### config.mk
export PLATFORM = sky130hd
export DESIGN_NAME = vecCtrl
export DESIGN_NICKNAME = d
export VERILOG_FILES = /design/src/rtl/vecCtrlPkg.sv /design/src/rtl/vecDatapath.sv /design/src/rtl/vecControl.sv /design/src/rtl/vecCtrl.sv
export SDC_FILE = /design/constraint.sdc
export NUM_CORES = 1
export LEC_CHECK = 0
export ABC_CLOCK_PERIOD_IN_PS = 2200
export BUFFER_PORTS_ARGS = -buffer_cell sky130_fd_sc_hd__buf_2
export CAP_MARGIN = 15
export CORE_UTILIZATION = 49
export DETAILED_ROUTE_END_ITERATION = 6
export PLACE_DENSITY_LB_ADDON = 0.2
export SLEW_MARGIN = 25
export SYNTH_ARGS = -nofsm -noshare
export SYNTH_HDL_FRONTEND = slang
export SYNTH_HIERARCHICAL = 1
export SYNTH_SLANG_ARGS = --single-unit
export TNS_END_PERCENT = 5
### constraint.sdc
create_clock -name clk -period 2.2 [get_ports clk]
set_input_delay 0.44 -clock clk [delete_from_list [all_inputs] [get_ports clk]]
set_output_delay 0.44 -clock clk [all_outputs]
set_load 0.1 [all_outputs]
### src/rtl/vecCtrlPkg.sv
package vecCtrlPkg;
  localparam int ADDR_W = 2;
  localparam logic [ADDR_W-1:0] ADDR_FLAGS = 2'd0;
  localparam logic [ADDR_W-1:0] ADDR_MASK  = 2'd1;
  localparam logic [ADDR_W-1:0] ADDR_CTRL  = 2'd2;

  typedef struct packed {
    logic takeVec;    // accepted acknowledge: clear winning flag
    logic flagClrWr;  // software write-one-to-clear on flags
    logic maskWr;     // software load of the mask register
  } dpStrobes_t;
endpackage

### src/rtl/vecDatapath.sv
module vecDatapath
  import vecCtrlPkg::*;
#(
  parameter int NUM_SRC = 8,
  parameter int DATA_W  = 8,
  parameter int IDX_W   = 3
) (
  input  logic               clk,
  input  logic               rstN,
  input  logic [NUM_SRC-1:0] evtIn,
  input  dpStrobes_t         stb,
  input  logic [DATA_W-1:0]  wData,
  input  logic [ADDR_W-1:0]  rAddr,
  input  logic               gie,
  output logic               anyPending,
  output logic [IDX_W-1:0]   winnerIdx,
  output logic [DATA_W-1:0]  rData
);
  logic [NUM_SRC-1:0] flagReg, maskReg, flagNext, pendVec, swClr, hwClr;

  assign pendVec = flagReg & maskReg;
  assign swClr   = stb.flagClrWr ? wData[NUM_SRC-1:0] : '0;
  assign hwClr   = stb.takeVec ? (NUM_SRC'(1) << winnerIdx) : '0;

  // Per-source flag update: a set in the same cycle beats any clear.
  for (genvar g = 0; g < NUM_SRC; g++) begin : gFlag
    assign flagNext[g] = evtIn[g] | (flagReg[g] & ~swClr[g] & ~hwClr[g]);

    p_evt_sets_flag_r2: assert property (@(posedge clk) disable iff (!rstN)
      evtIn[g] |=> flagReg[g]);
    p_no_spurious_set_r2: assert property (@(posedge clk) disable iff (!rstN)
      (!flagReg[g] && !evtIn[g]) |=> !flagReg[g]);
    p_set_beats_clear_r5: assert property (@(posedge clk) disable iff (!rstN)
      (evtIn[g] && stb.flagClrWr && wData[g]) |=> flagReg[g]);
  end

  always_ff @(posedge clk or negedge rstN) begin
    if (!rstN) begin
      flagReg <= '0;
      maskReg <= '0;
    end else begin
      flagReg <= flagNext;
      if (stb.maskWr) maskReg <= wData[NUM_SRC-1:0];
    end
  end

  // Fixed priority: the lowest index wins.
  always_comb begin
    winnerIdx = '0;
    for (int i = NUM_SRC - 1; i >= 0; i--) begin
      if (pendVec[i]) winnerIdx = IDX_W'(i);
    end
  end
  assign anyPending = |pendVec;

  always_comb begin
    unique case (rAddr)
      ADDR_FLAGS: rData = DATA_W'(flagReg);
      ADDR_MASK:  rData = DATA_W'(maskReg);
      ADDR_CTRL:  rData = DATA_W'(gie);
      default:    rData = '0;
    endcase
  end

  p_winner_valid_r6: assert property (@(posedge clk) disable iff (!rstN)
    anyPending |-> (flagReg[winnerIdx] && maskReg[winnerIdx]));
  p_take_clears_flag_r7: assert property (@(posedge clk) disable iff (!rstN)
    (stb.takeVec && !evtIn[winnerIdx]) |=> !flagReg[$past(winnerIdx)]);
endmodule

### src/rtl/vecControl.sv
module vecControl
  import vecCtrlPkg::*;
#(
  parameter int DATA_W = 8
) (
  input  logic              clk,
  input  logic              rstN,
  input  logic              anyPending,
  input  logic              vecAck,
  input  logic              retiStb,
  input  logic              regWe,
  input  logic [ADDR_W-1:0] regAddr,
  input  logic [DATA_W-1:0] wData,
  output logic              gie,
  output logic              vecReq,
  output dpStrobes_t        stb
);
  logic ctrlWr;

  assign vecReq        = gie & anyPending;
  assign stb.takeVec   = vecReq & vecAck;
  assign stb.flagClrWr = regWe && (regAddr == ADDR_FLAGS);
  assign stb.maskWr    = regWe && (regAddr == ADDR_MASK);
  assign ctrlWr        = regWe && (regAddr == ADDR_CTRL);

  // Global enable: accepted acknowledge > return strobe > software write.
  always_ff @(posedge clk or negedge rstN) begin
    if (!rstN)              gie <= 1'b0;
    else if (stb.takeVec)   gie <= 1'b0;
    else if (retiStb)       gie <= 1'b1;
    else if (ctrlWr)        gie <= wData[0];
  end

  p_ack_drops_req_r7: assert property (@(posedge clk) disable iff (!rstN)
    (vecReq && vecAck) |=> (!vecReq && !gie));
  p_reti_sets_gie_r8: assert property (@(posedge clk) disable iff (!rstN)
    (retiStb && !(vecReq && vecAck)) |=> gie);
  p_gie_rise_cause_r8: assert property (@(posedge clk) disable iff (!rstN)
    $rose(gie) |-> $past(retiStb || (regWe && regAddr == ADDR_CTRL && wData[0])));
endmodule

### src/rtl/vecCtrl.sv
module vecCtrl
  import vecCtrlPkg::*;
#(
  parameter int NUM_SRC = 8,
  parameter int DATA_W  = 8,
  localparam int IDX_W  = (NUM_SRC > 1) ? $clog2(NUM_SRC) : 1
) (
  input  logic               clk,
  input  logic               rstN,
  input  logic [NUM_SRC-1:0] evtIn,
  input  logic               regWe,
  input  logic [ADDR_W-1:0]  regAddr,
  input  logic [DATA_W-1:0]  regWdata,
  output logic [DATA_W-1:0]  regRdata,
  output logic               vecReq,
  output logic [IDX_W-1:0]   vecIdx,
  input  logic               vecAck,
  input  logic               retiStb
);
  dpStrobes_t stb;
  logic       gie, anyPending;

  vecControl #(.DATA_W(DATA_W)) uCtl (
    .clk(clk), .rstN(rstN), .anyPending(anyPending), .vecAck(vecAck),
    .retiStb(retiStb), .regWe(regWe), .regAddr(regAddr), .wData(regWdata),
    .gie(gie), .vecReq(vecReq), .stb(stb)
  );

  vecDatapath #(.NUM_SRC(NUM_SRC), .DATA_W(DATA_W), .IDX_W(IDX_W)) uDp (
    .clk(clk), .rstN(rstN), .evtIn(evtIn), .stb(stb), .wData(regWdata),
    .rAddr(regAddr), .gie(gie), .anyPending(anyPending),
    .winnerIdx(vecIdx), .rData(regRdata)
  );
endmodule

Yosys cells after proc, flatten, opt, wreduce, memory -nomap -nowiden --
Cells that the tools add are included.
Word-level totals: register bits 17
Operators by class: equal/unequal tests 2, shift operators 1, muxes and demuxes 14, bitwise gates (word level) 43, reductions and logical operators 6
Operators with widths (count):
- $mux 3 | 8
- $pmux 8 s3 | 1
- $and 1x1->1 | 18
- $mux 8 | 2
- $not 1->1 | 16
- $and 8x8->8 | 1
- $or 1x1->1 | 8
- $reduce_or 8->1 | 1
- $shl 1x3->8 const A | 1
- $logic_and 1x1->1 | 3
- $mux 1 | 3
- $reduce_bool 3->1 | 1
- $eq 2x1->1 const B | 1
- $eq 2x2->1 const B | 1
- $logic_not 2->1 | 1

Depth between registers and ports, before layout --
Gate-level depths: netlist of run 1.
word-level depth 14, gate-level depth with buffers 8

Modules after synthesis --
Netlist of run 1, hierarchy kept.
By module, submodules not included:
- vecDatapath | times used 1, cells an instance 97, area an instance 944.7 um^2
- vecControl | times used 1, cells an instance 10, area an instance 78.8 um^2

Worst setup path after synthesis of run 1 --
Ideal clock, no wire load.
path type register to output, start reg uDp.flagReg[6], end out vecIdx[2], arrival time 2.720 ns, required time 1.760 ns, path slack -0.960 ns, cell stages (with the launch flop) 4, path buffers 0, path through dfrtp_1 > a22o_2 > and2b_1 > nor3_1
Between the ends: word-level cells in the longest chain between the ends 8
Ends and longest elaborated chain:
- from (decl) | RTL line vecDatapath.sv:19 | logic [NUM_SRC-1:0] flagReg, maskReg, flagNext, pendVec, swClr, hwClr;
- from (signal assigned) | RTL line vecDatapath.sv:42 | flagReg <= flagNext;
- $and 8x8->8 | RTL line vecDatapath.sv:21 | assign pendVec = flagReg & maskReg;
- $mux 3 (7 in a row) | RTL line vecDatapath.sv:51 | if (pendVec[i]) winnerIdx = IDX_W'(i);
- to (decl) | RTL line vecCtrl.sv:16 | output logic [IDX_W-1:0] vecIdx,
Every way passes these cells.

Final worst setup path of run 1 --
start reg uDp.flagReg[6], end out vecReq
Between the ends: word-level cells in the longest chain between the ends 3
Ends and longest elaborated chain:
- $and 8x8->8 | RTL line vecDatapath.sv:21
- $reduce_or 8->1 | RTL line vecDatapath.sv:54 | assign anyPending = |pendVec;
- net anyPending | RTL line vecCtrl.sv:21 | logic gie, anyPending;
- $and 1x1->1 | RTL line vecControl.sv:20 | assign vecReq = gie & anyPending;
- to (decl) | RTL line vecCtrl.sv:15 | output logic vecReq,
The timed path passes the listed nets, and every way through them passes these cells.

==> impl_results.md, run 1 <==
- Status: finished, violations left
- Register area share after synthesis: around two fifths
- Leak Pwr: approximately 0.58 nW
- Slew Limit Fails: 0
- Dpl cell area: around 1200 µm²
- Starting DRT DRC Count: between 50 and 60
- Synth area leaders: dfrtp_1, mux2_2, nand2_1, mux2i_1, a31o_1
- Syn avg cell area: approximately 9.6 µm²
- Sw Ratio: 50.9%
- Worst-margin pin slew: around 0.48 ns
- F_max: 0.463 GHz
- Max-Cap Viols: 0
- Chip width: approximately 48 µm
- First-pass GRT wire length: about 4.1 mm
- Violated checks: design-rule violations
- Top FF cell, synth: dfrtp_1
- Kind of critical path: reg2out
- Area growth, synth to finish: 26.2%
- Worst Path Buf+Inv: 1
- Clock skew: 0.00588 ns
- Cell Chain, Critical Path: a22o_2 > and2b_2 > nand3_1 > and2_1 > buf_6
- Internal power: about 0.60 mW
- VDD IR max: between 0.0006 and 0.0007 V
- Fin cells: 172
- CTS buffer count: 3
- Core Rows: 16
- DR pass1 iterations: 6
- Initial antenna violation count: 0
- Global Route Usage Sum: a little over a quarter
- Peak per-stage delay on the critical path: around 0.42 ns
- Cell area after synthesis: ~1000 µm²
- Worst-path clk slew: 0.10 ns
- CP Capture Type: output port
- Largest net degree at the start of global routing: 18
- Clk buf depth: 2
- Vias in the first global route: 921
- Die ar.: 2280 µm²
- Net Sw Power: slightly above 0.6 mW
- Core Region: ~2000 µm²
- Detailed Place HPWL: 1.96 mm
- Clk root buf: clkbuf_4
- Layout cells sized above 1: 40.0%
- Initial core utilization: around 52%
- Final Hold Viols: 0
- Worst skew pair latency: about 0.29 ns
- DRC: 1
- Post-Syn Nets: between 100 and 150
- Final layout net count: approximately 170
- Logic pwr share: between 50% and 60%
- Period Utilization, post-route: 98.2%
- CP required: ~1.8 ns
- Tmin final: 2.16 ns
- Final Util: approximately 66%
- Clk network pwr share: between 10% and 20%
- Post-synth EDFFs: 0
- Yosys top cell by area: dfrtp_1
- Num ports: 35
- CP Data Arrival Time: 1.72 ns
- Cts hold-fix bufs: 0
- CTS tree: built
- Synth top area share: a little over 40%
- Wire per inst: between 15 and 20 µm
- Slowest cell on crit path: dfrtp_1
- Post-Route WL: between 2 and 3 mm
- Max_slew headroom: roughly two thirds
- Startpoint types: flip-flop
- Gpl congestion: between 0.8 and 0.9
- DIE HEIGHT: between 40 and 50 µm
- Seq cells post-synth: 17
- Final Worst Setup Slack: between 0.03 and 0.04 ns
- Crit path max-delay family: simple AND/OR/NAND/NOR gates
- Hold/Removal Path Class: in2async
- Cell area after layout: approximately 1300 µm²
- Top-count cell post-synth: nand2_1
- Port bufs: 34
- PwrDens: ~950 nW/µm²
- Synth cell count leaders: nand2_1, dfrtp_1, a31o_1, nor2_1
- Post-route antenna net violation count: 0
- RSZ-0062 raised after global routing: yes
- Ant diodes: 0
- Vias per cell: 5.80
- Crit Path Max Fanout: 4
- Yosys warnings: 6
- CTS H-tree lvls: 1
- Placed Cells: between 150 and 200
- Register share of total power: approximately 34%
- Grt total ovfl: 0
- Sink Count: 17
- Finish-stage setup viols: 0
- Pre-CTS WS: between 0.2 and 0.3 ns
- Netlist cell types: 29
- Async SR Flop Fraction: 100%
- Cells after synthesis: roughly 110
- Vias: roughly 1000
==> power by group through the flow <==
stage | Combinational (mW) | Sequential [mW] | Clock (mW)
6_report | 0.644 | 0.412 | 0.168
2_1_floorplan | 0.514 | 0.401 | 0
3_3_place_gp | 0.612 | 0.412 | 0
4_1_cts | 0.635 | 0.409 | 0.174
3_5_place_dp | 0.623 | 0.415 | 0
5_1_grt | 0.679 | 0.419 | 0.197
==> cell families after synthesis <==
group                  share of synthesized area (%)
and+or+nand+nor                                 20.7
AOI/OAI and AO/OA                               18.6
DFF                                             41.6
buffers and inverters                           2.57
muxes                                           16.6
==> cells in the final DEF (no fill, tap or decap), drive strengths merged <==
cell type,instances
a21oi,3
a22o,1
a22oi,3
a31o,9
a41oi,2
and2,2
and2b,1
and3,1
buf,38
clkbuf,4
dfrtp,17
inv,2
mux2,8
mux2i,8
nand2,24
nand3,3
nand3b,1
nand4,2
nor2,9
nor2b,1
nor3,1
nor3b,2
o211ai,1
o21ai,2
==> stage by stage <==
step | hold slack [ns] | TNS, ns | power [mW]
4_1_cts | 0.0580 | 0 | 1.22
3_5_place_dp | 0.385 | 0 | 1.04
5_1_grt | 0.0570 | -0.0254 | 1.29
2_1_floorplan | 0.144 | -2.15 | 0.915
6_report | 0.0530 | 0 | 1.22
3_3_place_gp | 0.381 | 0 | 1.02
==> repair_timing <==
| item | 4_1_cts | 5_1_grt |
|---|---|---|
| pin swaps | 0 | 1 |
| endpoints found under the hold margin | 0 | 0 |
| gates resized for setup | 2 | 3 |
| endpoints found under the setup margin | 2 | 3 |
| setup buffers | 0 | 0 |
==> metal layers <==
metal,GRT usage [%],wire [µm],share of wire (%),vias to the layer above
met2,46.2,1370,50,41
met5,0,0,0,-
met4,7.78,44,1.6,0
met3,5.66,140,5.1,6
li1,-,-,-,468
met1,32.9,1180,43,483
==> registers in the layout (all words and copies together) (netlist names) <==
signal,cells
uCtl/gie,1
uDp/maskReg,8
uDp/flagReg,8
==> area by class of cell <==
cell class                      instances  area [µm²]
Clock buffer                            4        26.3
Inverter                                2        10.0
Tap cell                               27        33.8
Sequential cell                        17         425
Multi-Input combinational cell         84         587
Timing Repair Buffer                   38         209
Fill cell                             178         671
==> worst register-to-register path, stage by stage (launching register included) <==
cell     delay (ns)
dfrtp_1        0.41
a22o_2         0.19
and2b_2        0.24
nand3_1        0.11
and3_1         0.26
nand3_1        0.17
nor2_1         0.21
nand2_1        0.08
a31o_1         0.23
==> path summary, 6_finish.rpt <==
check	startpoint	to	slack, ns	cells after the start
worst max-delay path	uDp/flagReg[6]$_DFF_PN0_	vecReq	0.04	5
min in group clk	evtIn[2]	uDp/flagReg[2]$_DFF_PN0_	0.33	2
max in group asynchronous	rstN	uDp/flagReg[5]$_DFF_PN0_	1.87	1
worst max register to register	uDp/flagReg[6]$_DFF_PN0_	uDp/flagReg[6]$_DFF_PN0_	0.19	8
worst min register to register	uDp/flagReg[3]$_DFF_PN0_	uDp/flagReg[3]$_DFF_PN0_	0.57	1
worst min-delay path	rstN	uCtl/gie$_DFFE_PN0P_	0.05	1
Note: power is estimated with default switching activity, not from simulation.
==> run 2: changes to the inputs <==
--- a/config.mk
+++ b/config.mk
@@ -8,7 +8,9 @@
 export ABC_CLOCK_PERIOD_IN_PS = 2200
 export BUFFER_PORTS_ARGS = -buffer_cell sky130_fd_sc_hd__buf_2
 export CAP_MARGIN = 15
-export CORE_UTILIZATION = 49
+export CELL_PAD_IN_SITES_DETAIL_PLACEMENT = 1
+export CELL_PAD_IN_SITES_GLOBAL_PLACEMENT = 2
+export CORE_UTILIZATION = 29
 export DETAILED_ROUTE_END_ITERATION = 6
 export PLACE_DENSITY_LB_ADDON = 0.2
 export SLEW_MARGIN = 25
==> constraint.sdc (replaced) <==
create_clock -name clk -period 2.2 [get_ports clk]
set_input_delay 0.22 -clock clk [delete_from_list [all_inputs] [get_ports clk]]
set_output_delay 0.22 -clock clk [all_outputs]
set_load 0.1 [all_outputs]
==> run 2 against run 1 <==
The run now ends clean. Final cell count grew 12%. Non-clock buffer count is 1 higher. Hold slack better by 0.053 ns. Count of clock-buffer cells in the layout did not move. Sequential power barely moved. Utilization fell by 27 points. Combinational power decreased by 3.9%. Design area is 1.2% higher. Via count shrank 4.9%. Largest power group unchanged. Highest routed layer unchanged.
==> impl_results.md, run 2 (synthesis gave the netlist of run 1 again) <==
- Status: finished, final reports clean
- VDD IR max: 0.000282 V (-55%)
- Final Util: 38.8% (-27 points)
- Post-Route WL: 2.95 mm (+8.0%)
- PwrDens: 922 nW/µm² (-2.7%)
- Final Hold Viols: 0 (unchanged)
- Wire per inst: 15.4 µm (-3.3%)
- CTS tree: built
- Initial antenna violation count: 0 (unchanged)
- Startpoint types: flip-flop
- Gpl congestion: 0.749 (-13%)
- Initial core utilization: 30.4% (-22 points)
- PnR Total Power: 1.20 mW (-1.6%)
- Internal power: 0.584 mW (-2.9%)
- Clock skew: 0.00109 ns (-0.00479 ns)
- DIE HEIGHT: 61.4 µm (+29%)
- Core Region: 3360 µm² (+71%)
- Max-Cap Viols: 0 (unchanged)
- Layout cells sized above 1: 37.7% (-2.3 points)
- DR pass1 iterations: 4 (-2)
- F_max: 0.490 GHz (+5.9%)
- Final layout net count: 170 (+0.59%)
- Largest net degree at the start of global routing: 18 (unchanged)
- Clk network pwr share: 14.5% (+0.8 points)
- CP Capture Type: output port
- Most common cell after layout, fill and taps aside: buf_2
- Die ar.: 3770 µm² (+66%)
- Clk buf depth: 2 (unchanged)
- Sink Count: 17 (unchanged)
- Starting DRT DRC Count: 31 (-42%)
- Logic pwr share: 51.4% (-1.2 points)
- Hold/Removal Path Class: in2reg
- CTS buffer count: 3 (unchanged)
- Register share of total power: 34.1% (+0.4 points)
- Detailed Place HPWL: 2.33 mm (+19%)
- Slew Limit Fails: 0 (unchanged)
- Num ports: 35 (unchanged)
- Grt total ovfl: 0 (unchanged)
- CP Data Arrival Time: 1.82 ns (+0.10 ns)
- Period Utilization, post-route: 92.8% (-5.5 points)
- Post-route antenna net violation count: 0 (unchanged)
- Crit Path Max Fanout: 5 (+1)
- CTS H-tree lvls: 1 (unchanged)
- Finish-stage setup viols: 0 (unchanged)
- Vias in the first global route: 972 (+5.5%)
- CP required: 1.98 ns (+0.22 ns)
- Chip width: 61.4 µm (+29%)
- DRC: 0 (-1)
- Vias: 949 (-4.9%)
- Max_slew headroom: 67.7% (-0.34 points)
- Core Rows: 21 (+5)
- Ant diodes: 0 (unchanged)
- Area growth, synth to finish: 27.6%
- Setup Fix Bufs, Post-CTS: 0 (unchanged)
- Tmin final: 2.04 ns (-0.120 ns)
- Port bufs: 34 (unchanged)
- Worst-path clk slew: 0.10 ns (about the same)
- Vias per cell: 4.94 (-15%)
- Kind of critical path: reg2out
- RSZ-0062 raised after global routing: no
- Most frequent cells in the layout: buf_2, nand2_1, dfrtp_1
- R2r setup slk: 0.30 ns (+0.11 ns)
- Clk root buf: clkbuf_4
- Worst skew pair latency: 0.29 ns (about the same)
- Net Sw Power: 0.620 mW (-0.32%)
- Leak Pwr: 0.580 nW (+0.31%)
- Top flop regs: uDp/flagReg (8), uDp/maskReg (8), uCtl/gie (1)
- Global Route Usage Sum: 18.3% (-8.2 points)
- First-pass GRT wire length: 4.80 mm (+17%)
- Worst-margin pin slew: 0.488 ns (+0.00507 ns)
- Sw Ratio: 51.5% (+0.65 points)
-- run 2: layout make-up --
| class | count | area, µm² |
|---|---|---|
| sequential | 17 | 425 |
| fill | 430 | 2060 |
| tap | 46 | 57.6 |
| timing repair buffer | 39 | 210 |
| multi-input combinational | 84 | 577 |
| inverter | 2 | 10.0 |
| clock buffer | 4 | 26.3 |
-- run 2: what timing repair did --
item / in CTS / in global routing
resized for setup: 0 / 0
hold buffers: 1 / 0
hold endpoints to repair: 17 / 0
-- run 2: through the flow --
stage	setup slack (ns)	hold WS (ns)	TNS, ns	area, µm²	instances
detailed placement	0.319	0.183	0	1270	187
floorplan	-0.231	-0.0756	-0.231	1030	107
global placement	0.395	0.174	0	1270	187
finish	0.159	0.106	0	1310	192
CTS	0.146	0.0987	0	1310	192
global route	0.0556	0.101	0	1310	192
-- run 2: path summary, 6_finish.rpt --
| path | startpoint | end | depth (start not counted) |
|---|---|---|---|
| worst max register to register | uDp/flagReg[4]$_DFF_PN0_ | uDp/flagReg[0]$_DFF_PN0_ | 8 |
| worst min-delay path | evtIn[6] | uDp/flagReg[6]$_DFF_PN0_ | 2 |
| max in group asynchronous | rstN | uDp/maskReg[5]$_DFFE_PN0P_ | 2 |
| worst min register to register | uDp/flagReg[6]$_DFF_PN0_ | uDp/flagReg[6]$_DFF_PN0_ | 1 |
| worst max-delay path | uDp/flagReg[6]$_DFF_PN0_ | vecIdx[0] | 5 |
| min in group asynchronous | rstN | uDp/maskReg[3]$_DFFE_PN0P_ | 2 |
-- run 2: power by group through the flow --
stage	registers, mW	clock network, mW	logic (mW)
global route	0.419	0.192	0.668
finish	0.410	0.175	0.619
detailed placement	0.416	0	0.624
floorplan	0.401	0	0.510
global placement	0.414	0	0.618
CTS	0.410	0.186	0.626
-- run 2: critical path, stage by stage (launching register included) --
cell and delay, ns:
dfrtp_1 0.42, and2_1 0.17, o211ai_2 0.19, a41oi_4 0.19
inv_4 0.12, buf_2 0.43
-- run 2: routing by layer --
layer | wire [µm] | vias to the layer above | GRT usage [%]
met4 | 47 | 0 | 7.62
met3 | 93 | 4 | 1.89
met1 | 1370 | 459 | 24.7
li1 | - | 464 | -
met2 | 1440 | 22 | 30.1
met5 | 0 | - | 0
